`src/rtl/limb_mul64.sv`:
```
`timescale 1ns/1ps
module limb_mul64 #(
  parameter int HALF_W = 32
) (
  input  logic                  clk,
  input  logic                  rst,
  input  logic                  start,
  input  logic [2*HALF_W-1:0]   a_in,
  input  logic [2*HALF_W-1:0]   b_in,
  output logic                  busy,
  output logic                  done,
  output logic [4*HALF_W-1:0]   product
);
  localparam int W  = 2 * HALF_W;
  localparam int PW = 4 * HALF_W;

  logic [W-1:0]  a_q, b_q;
  logic [1:0]    step;
  logic          busy_q, done_q;
  logic [W-1:0]  lo_acc, hi_acc;
  logic [1:0]    cnt;
  logic [PW-1:0] prod_q;

  // step order P0=AL*BL, P1=AH*BL, P2=AL*BH, P3=AH*BH
  wire [HALF_W-1:0] op_x = step[0] ? a_q[W-1:HALF_W] : a_q[HALF_W-1:0];
  wire [HALF_W-1:0] op_y = step[1] ? b_q[W-1:HALF_W] : b_q[HALF_W-1:0];
  wire [W-1:0] mul_out = W'(op_x) * W'(op_y);

  wire [W-1:0] shifted = {mul_out[HALF_W-1:0], {HALF_W{1'b0}}};
  wire [W-1:0] lo_sum  = lo_acc + shifted;
  wire         wrap    = lo_sum < lo_acc;
  wire [W-1:0] hi_mid  = hi_acc + W'(mul_out[W-1:HALF_W]);
  wire [W-1:0] hi_fin  = hi_acc + mul_out + W'(cnt);

  always_ff @(posedge clk) begin
    if (rst) begin
      a_q    <= '0;
      b_q    <= '0;
      step   <= '0;
      busy_q <= 1'b0;
      done_q <= 1'b0;
      lo_acc <= '0;
      hi_acc <= '0;
      cnt    <= '0;
      prod_q <= '0;
    end else begin
      done_q <= 1'b0;
      if (!busy_q) begin
        if (start) begin
          a_q    <= a_in;
          b_q    <= b_in;
          step   <= '0;
          busy_q <= 1'b1;
        end
      end else begin
        step <= step + 2'd1;
        case (step)
          2'd0: begin
            lo_acc <= mul_out;
            hi_acc <= '0;
            cnt    <= '0;
          end
          2'd1, 2'd2: begin
            lo_acc <= lo_sum;
            hi_acc <= hi_mid;
            cnt    <= cnt + {1'b0, wrap};
          end
          default: begin
            prod_q <= {hi_fin, lo_acc};
            done_q <= 1'b1;
            busy_q <= 1'b0;
          end
        endcase
      end
    end
  end

  assign busy    = busy_q;
  assign done    = done_q;
  assign product = prod_q;
endmodule

```
`config.mk`:
```
export PLATFORM = sky130hd
export DESIGN_NAME = limb_mul64
export DESIGN_NICKNAME = d
export VERILOG_FILES = /design/src/rtl/limb_mul64.sv
export SDC_FILE = /design/constraint.sdc
export NUM_CORES = 2
export LEC_CHECK = 0
export BUFFER_PORTS_ARGS = -buffer_cell sky130_fd_sc_hd__buf_2
export CELL_PAD_IN_SITES_DETAIL_PLACEMENT = 1
export CELL_PAD_IN_SITES_GLOBAL_PLACEMENT = 1
export CORE_UTILIZATION = 25
export CTS_CLUSTER_SIZE = 12
export DETAILED_ROUTE_END_ITERATION = 10
export PLACE_DENSITY = 0.58
export SLEW_MARGIN = 20
export SYNTH_ARGS = -nofsm -noshare
export SYNTH_HDL_FRONTEND = slang
export SYNTH_SLANG_ARGS = --single-unit
export TNS_END_PERCENT = 30
```
`constraint.sdc`:
```
create_clock -name clk -period 10.15 [get_ports clk]
set_input_delay 1.5225 -clock clk [delete_from_list [all_inputs] [get_ports clk]]
set_output_delay 1.5225 -clock clk [all_outputs]
set_load 0.1 [all_outputs]
```
==> qor.csv <==
stage,metric,value,unit
global_route,antenna_found_initial,25,
power_and_ir_drop,leakage,34.9,nW
detailed_routing,wl_per_cell,23.2,um
synthesis,yosys-top-cells-count,"1123 x nand2_1, 1007 x inv_1, 901 x fa_1",
sta,finalMaxSlewViolations,0,
die,initial_core_util,25.2,%
synthesis,synth_most_common_cell,nand2_1,
clock_network,tritoncts,built,
critical_path,slowest_delay,0.63,ns
global_route,grt_overflow,0,
synthesis,syn_avg_cell_area,8.47,sq um
sta,rsz0062_at_grt,true,
synthesis,synth.distinct_cells,90,
final_layout,final_cell_area,74000,sq um
sta,skew,0.0611,ns
critical_path,worstPathArrival,11.19,ns
final_layout,num-fill-cells,26000,
critical_path,cp-end-kind,register,
final_layout,layout-drive-gt1-share,26.1,%
critical_path,crit_slowest_cell,fa_2,
synthesis,yosysSeqAreaShare,14.1,%
detailed_routing,drt_wl_total,250000,um
die,io_pins,261,
sta,slew_headroom,18.1,%
synthesis,synth_top_area_share,32.6,%
detailed_routing,drt-pass1-iter-count,5,
clock_network,cts.path.max_buffers,3,
synthesis,synth_edf_count,0,
sta,period_minus_slack,10.62,ns
power_and_ir_drop,ir_drop,0.147,mV
clock_network,root_buffer,clkbuf_16,
critical_path,critPathKind,reg2reg,
place,placed_area,68300,sq um
place,post-dp-hpwl,210000,um
clock_network,insertion_delay,0.73,ns
worst_hold_path,hp-class,reg2reg,
synthesis,ys.flop_type,dfxtp_1,
critical_path,critical_path.max_fanout,6,
clock_network,cts_hold_buf,0,
worst_hold_path,whs_path_depth,2,
sta,hold_viol,0,
synthesis,yosys_register_bits,390,
status,status,"finished, violations left",
synthesis,yosysTopAreaCell,fa_1,
die,die_width,473,um
detailed_routing,drc,0,
synthesis,syn_nets,8050,
detailed_routing,via_per_inst,4.75,
critical_path,path_common_cell,fa_1,
synthesis,synthArstFlopShare,0,%
detailed_routing,drt-initial-drc-count,2755,
global_route,grt_first_pass_wirelength,368000,um
clock_network,cts_num_sinks,390,
run,maxCapViolCount,0,
clock_network,numCtsBuffers,55,
place,io_buffers,260,
status,violations,negative setup slack,
sta,finalSetupViolations,66,
sta,max_freq,94.2,MHz
critical_path,startpoint_type,register,
synthesis,netlist_area,55400,sq um
clock_network,cts.clk_slew.worst_paths,0.06,ns
detailed_routing,vias,51200,
die,die_h,473,um
final_layout,fin_cells,10800,
final_layout,layout.nets,9285,
critical_path,reg2reg_depth,43,
global_route,grt_start_max_net_pins,88,
synthesis,synthCells,6534,
sta,tightest_slew,1.22,ns
clock_network,cts_max_level,2,
sta,setup_tns,-13.86,ns
detailed_routing,ant_nets,0,
final_layout,area_growth,33.6,%
place,gp_congestion,0.942,
die,num_rows,172,
place,dp_cells,10500,
power_and_ir_drop,p_per_area,118,nW/um^2
global_route,grtUsageTotal,22.2,%
global_route,grt_pass1_vias,55800,
synthesis,yosys-top-cells-area,"fa_1 33%, dfxtp_1 14%, ha_1 11%, nand2_1 7.6%, inv_1 6.8%",
synthesis,yosys_warnings,0,
die,dieArea,223000,sq um
sta,fin_crit_sh,105,%
die,coreArea,220000,sq um
sta,timing.final.ws_setup,-0.469,ns
critical_path,worst_ep_required_time,10.72,ns
final timing paths:
kind / from / to / slack, ns
hold / removal: product[58] / product[58] / 0.45
hold reg to reg: product[58] / product[58] / 0.45
setup reg to reg: step[0] / product[116] / -0.47
setup / recovery: step[0] / product[116] / -0.47
registers in the layout (all words and copies together) (netlist names):
| name | cells |
|---|---|
| a_q | 64 |
| lo_acc | 64 |
| cnt | 2 |
| step | 2 |
| product | 128 |
| done | 1 |
| hi_acc | 64 |
| busy | 1 |
| b_q | 64 |
through the flow:
stage | setup slack [ns] | power [mW] | hold slack, ns | utilization [%]
2_1_floorplan | -0.0100 | 3.70 | 0.422 | -
3_3_place_gp | -1.18 | 6.11 | 0.432 | 31.1
3_5_place_dp | -1.30 | 6.16 | 0.441 | 31.1
4_1_cts | -0.577 | 8.54 | 0.455 | 32.8
5_1_grt | -0.813 | 9.17 | 0.476 | 33.6
6_report | -0.469 | 8.72 | 0.451 | 33.6
layout by cell type (no fill, tap or decap), types with 16 or more instances in the layout:
master | Yosys | final
a211oi_1 | 23 | 17
a21o_1 | 148 | 147
a21oi_1 | 356 | 314
a21oi_2 | 0 | 37
a22o_1 | 44 | 44
a22oi_1 | 51 | 51
a31oi_1 | 28 | 16
and2_1 | 26 | 24
and3_1 | 41 | 39
buf_12 | 0 | 65
buf_2 | 17 | 259
buf_4 | 5 | 1122
buf_6 | 2 | 60
clkbuf_16 | 0 | 58
dfxtp_1 | 390 | 388
fa_1 | 901 | 864
fa_2 | 0 | 37
ha_1 | 484 | 434
ha_4 | 0 | 42
inv_1 | 1007 | 988
inv_2 | 1 | 19
mux2_2 | 66 | 21
mux2_4 | 0 | 47
mux2i_1 | 72 | 38
mux2i_4 | 0 | 21
nand2_1 | 1123 | 1110
nand2b_1 | 22 | 20
nand3_1 | 64 | 56
nand4_1 | 65 | 65
nor2_1 | 583 | 568
nor2b_1 | 25 | 18
nor3_1 | 24 | 22
o21a_1 | 23 | 23
o21ai_0 | 177 | 140
o21ai_1 | 7 | 28
o21bai_1 | 45 | 41
xnor2_1 | 110 | 101
xor2_1 | 100 | 93
logic make-up after synthesis:
family                   after synthesis  share of synthesized area (%)
XOR/XNOR                             211                           3.35
flip-flops                           390                           14.1
buffers and inverters               1357                           9.31
AO/OA/AOI/OAI                       1034                           12.0
multiplexers                         138                           2.64
adder cells (fa/ha/maj)             1385                           43.5
AND/OR/NAND/NOR                     2019                           15.0
final cells by class:
cell class | instances | area (sq um) | area share, %
Clock buffer | 67 | 1450 | 1.96
Inverter | 1008 | 3790 | 5.12
Multi-Input combinational cell | 4789 | 44700 | 60.4
Sequential cell | 390 | 7820 | 10.6
Timing Repair Buffer | 1525 | 12100 | 16.3
Antenna cell | 9 | 22.5 | 0.0305
Tap cell | 2958 | 3700 | 5.00
Clock inverter | 33 | 423 | 0.572
per-layer routing:
metal,part of all wire (%),GRT usage (%),wire length [um]
met2,48,37.4,120000
met5,0.022,0,55
met4,5.0,9.21,12400
met1,43,28.7,107000
met3,4.4,2.26,10900
critical path, delay by kind of cell (launching register included):
family / cells / cell delay [ns]
flip-flops: 1 / 0.36
buffers and inverters: 14 / 1.93
multiplexers: 1 / 0.18
adder cells (fa/ha/maj): 11 / 4.83
XOR/XNOR: 2 / 0.26
AND/OR/NAND/NOR: 3 / 0.34
AO/OA/AOI/OAI: 12 / 2.50
repair_timing:
item,CTS,global route
setup endpoints to repair,95,90
setup buffers,66,64
resized for setup,276,257
pin swaps,90,144
gates cloned,3,5
power breakdown:
part	leakage, nW	internal [mW]	switching (mW)
Sequential	3.17	1.59	0.0593
Combinational	30.8	2.15	2.82
Clock	0.891	1.18	0.916
Total	34.9	4.93	3.79
(Power assumes the default switching activity.)
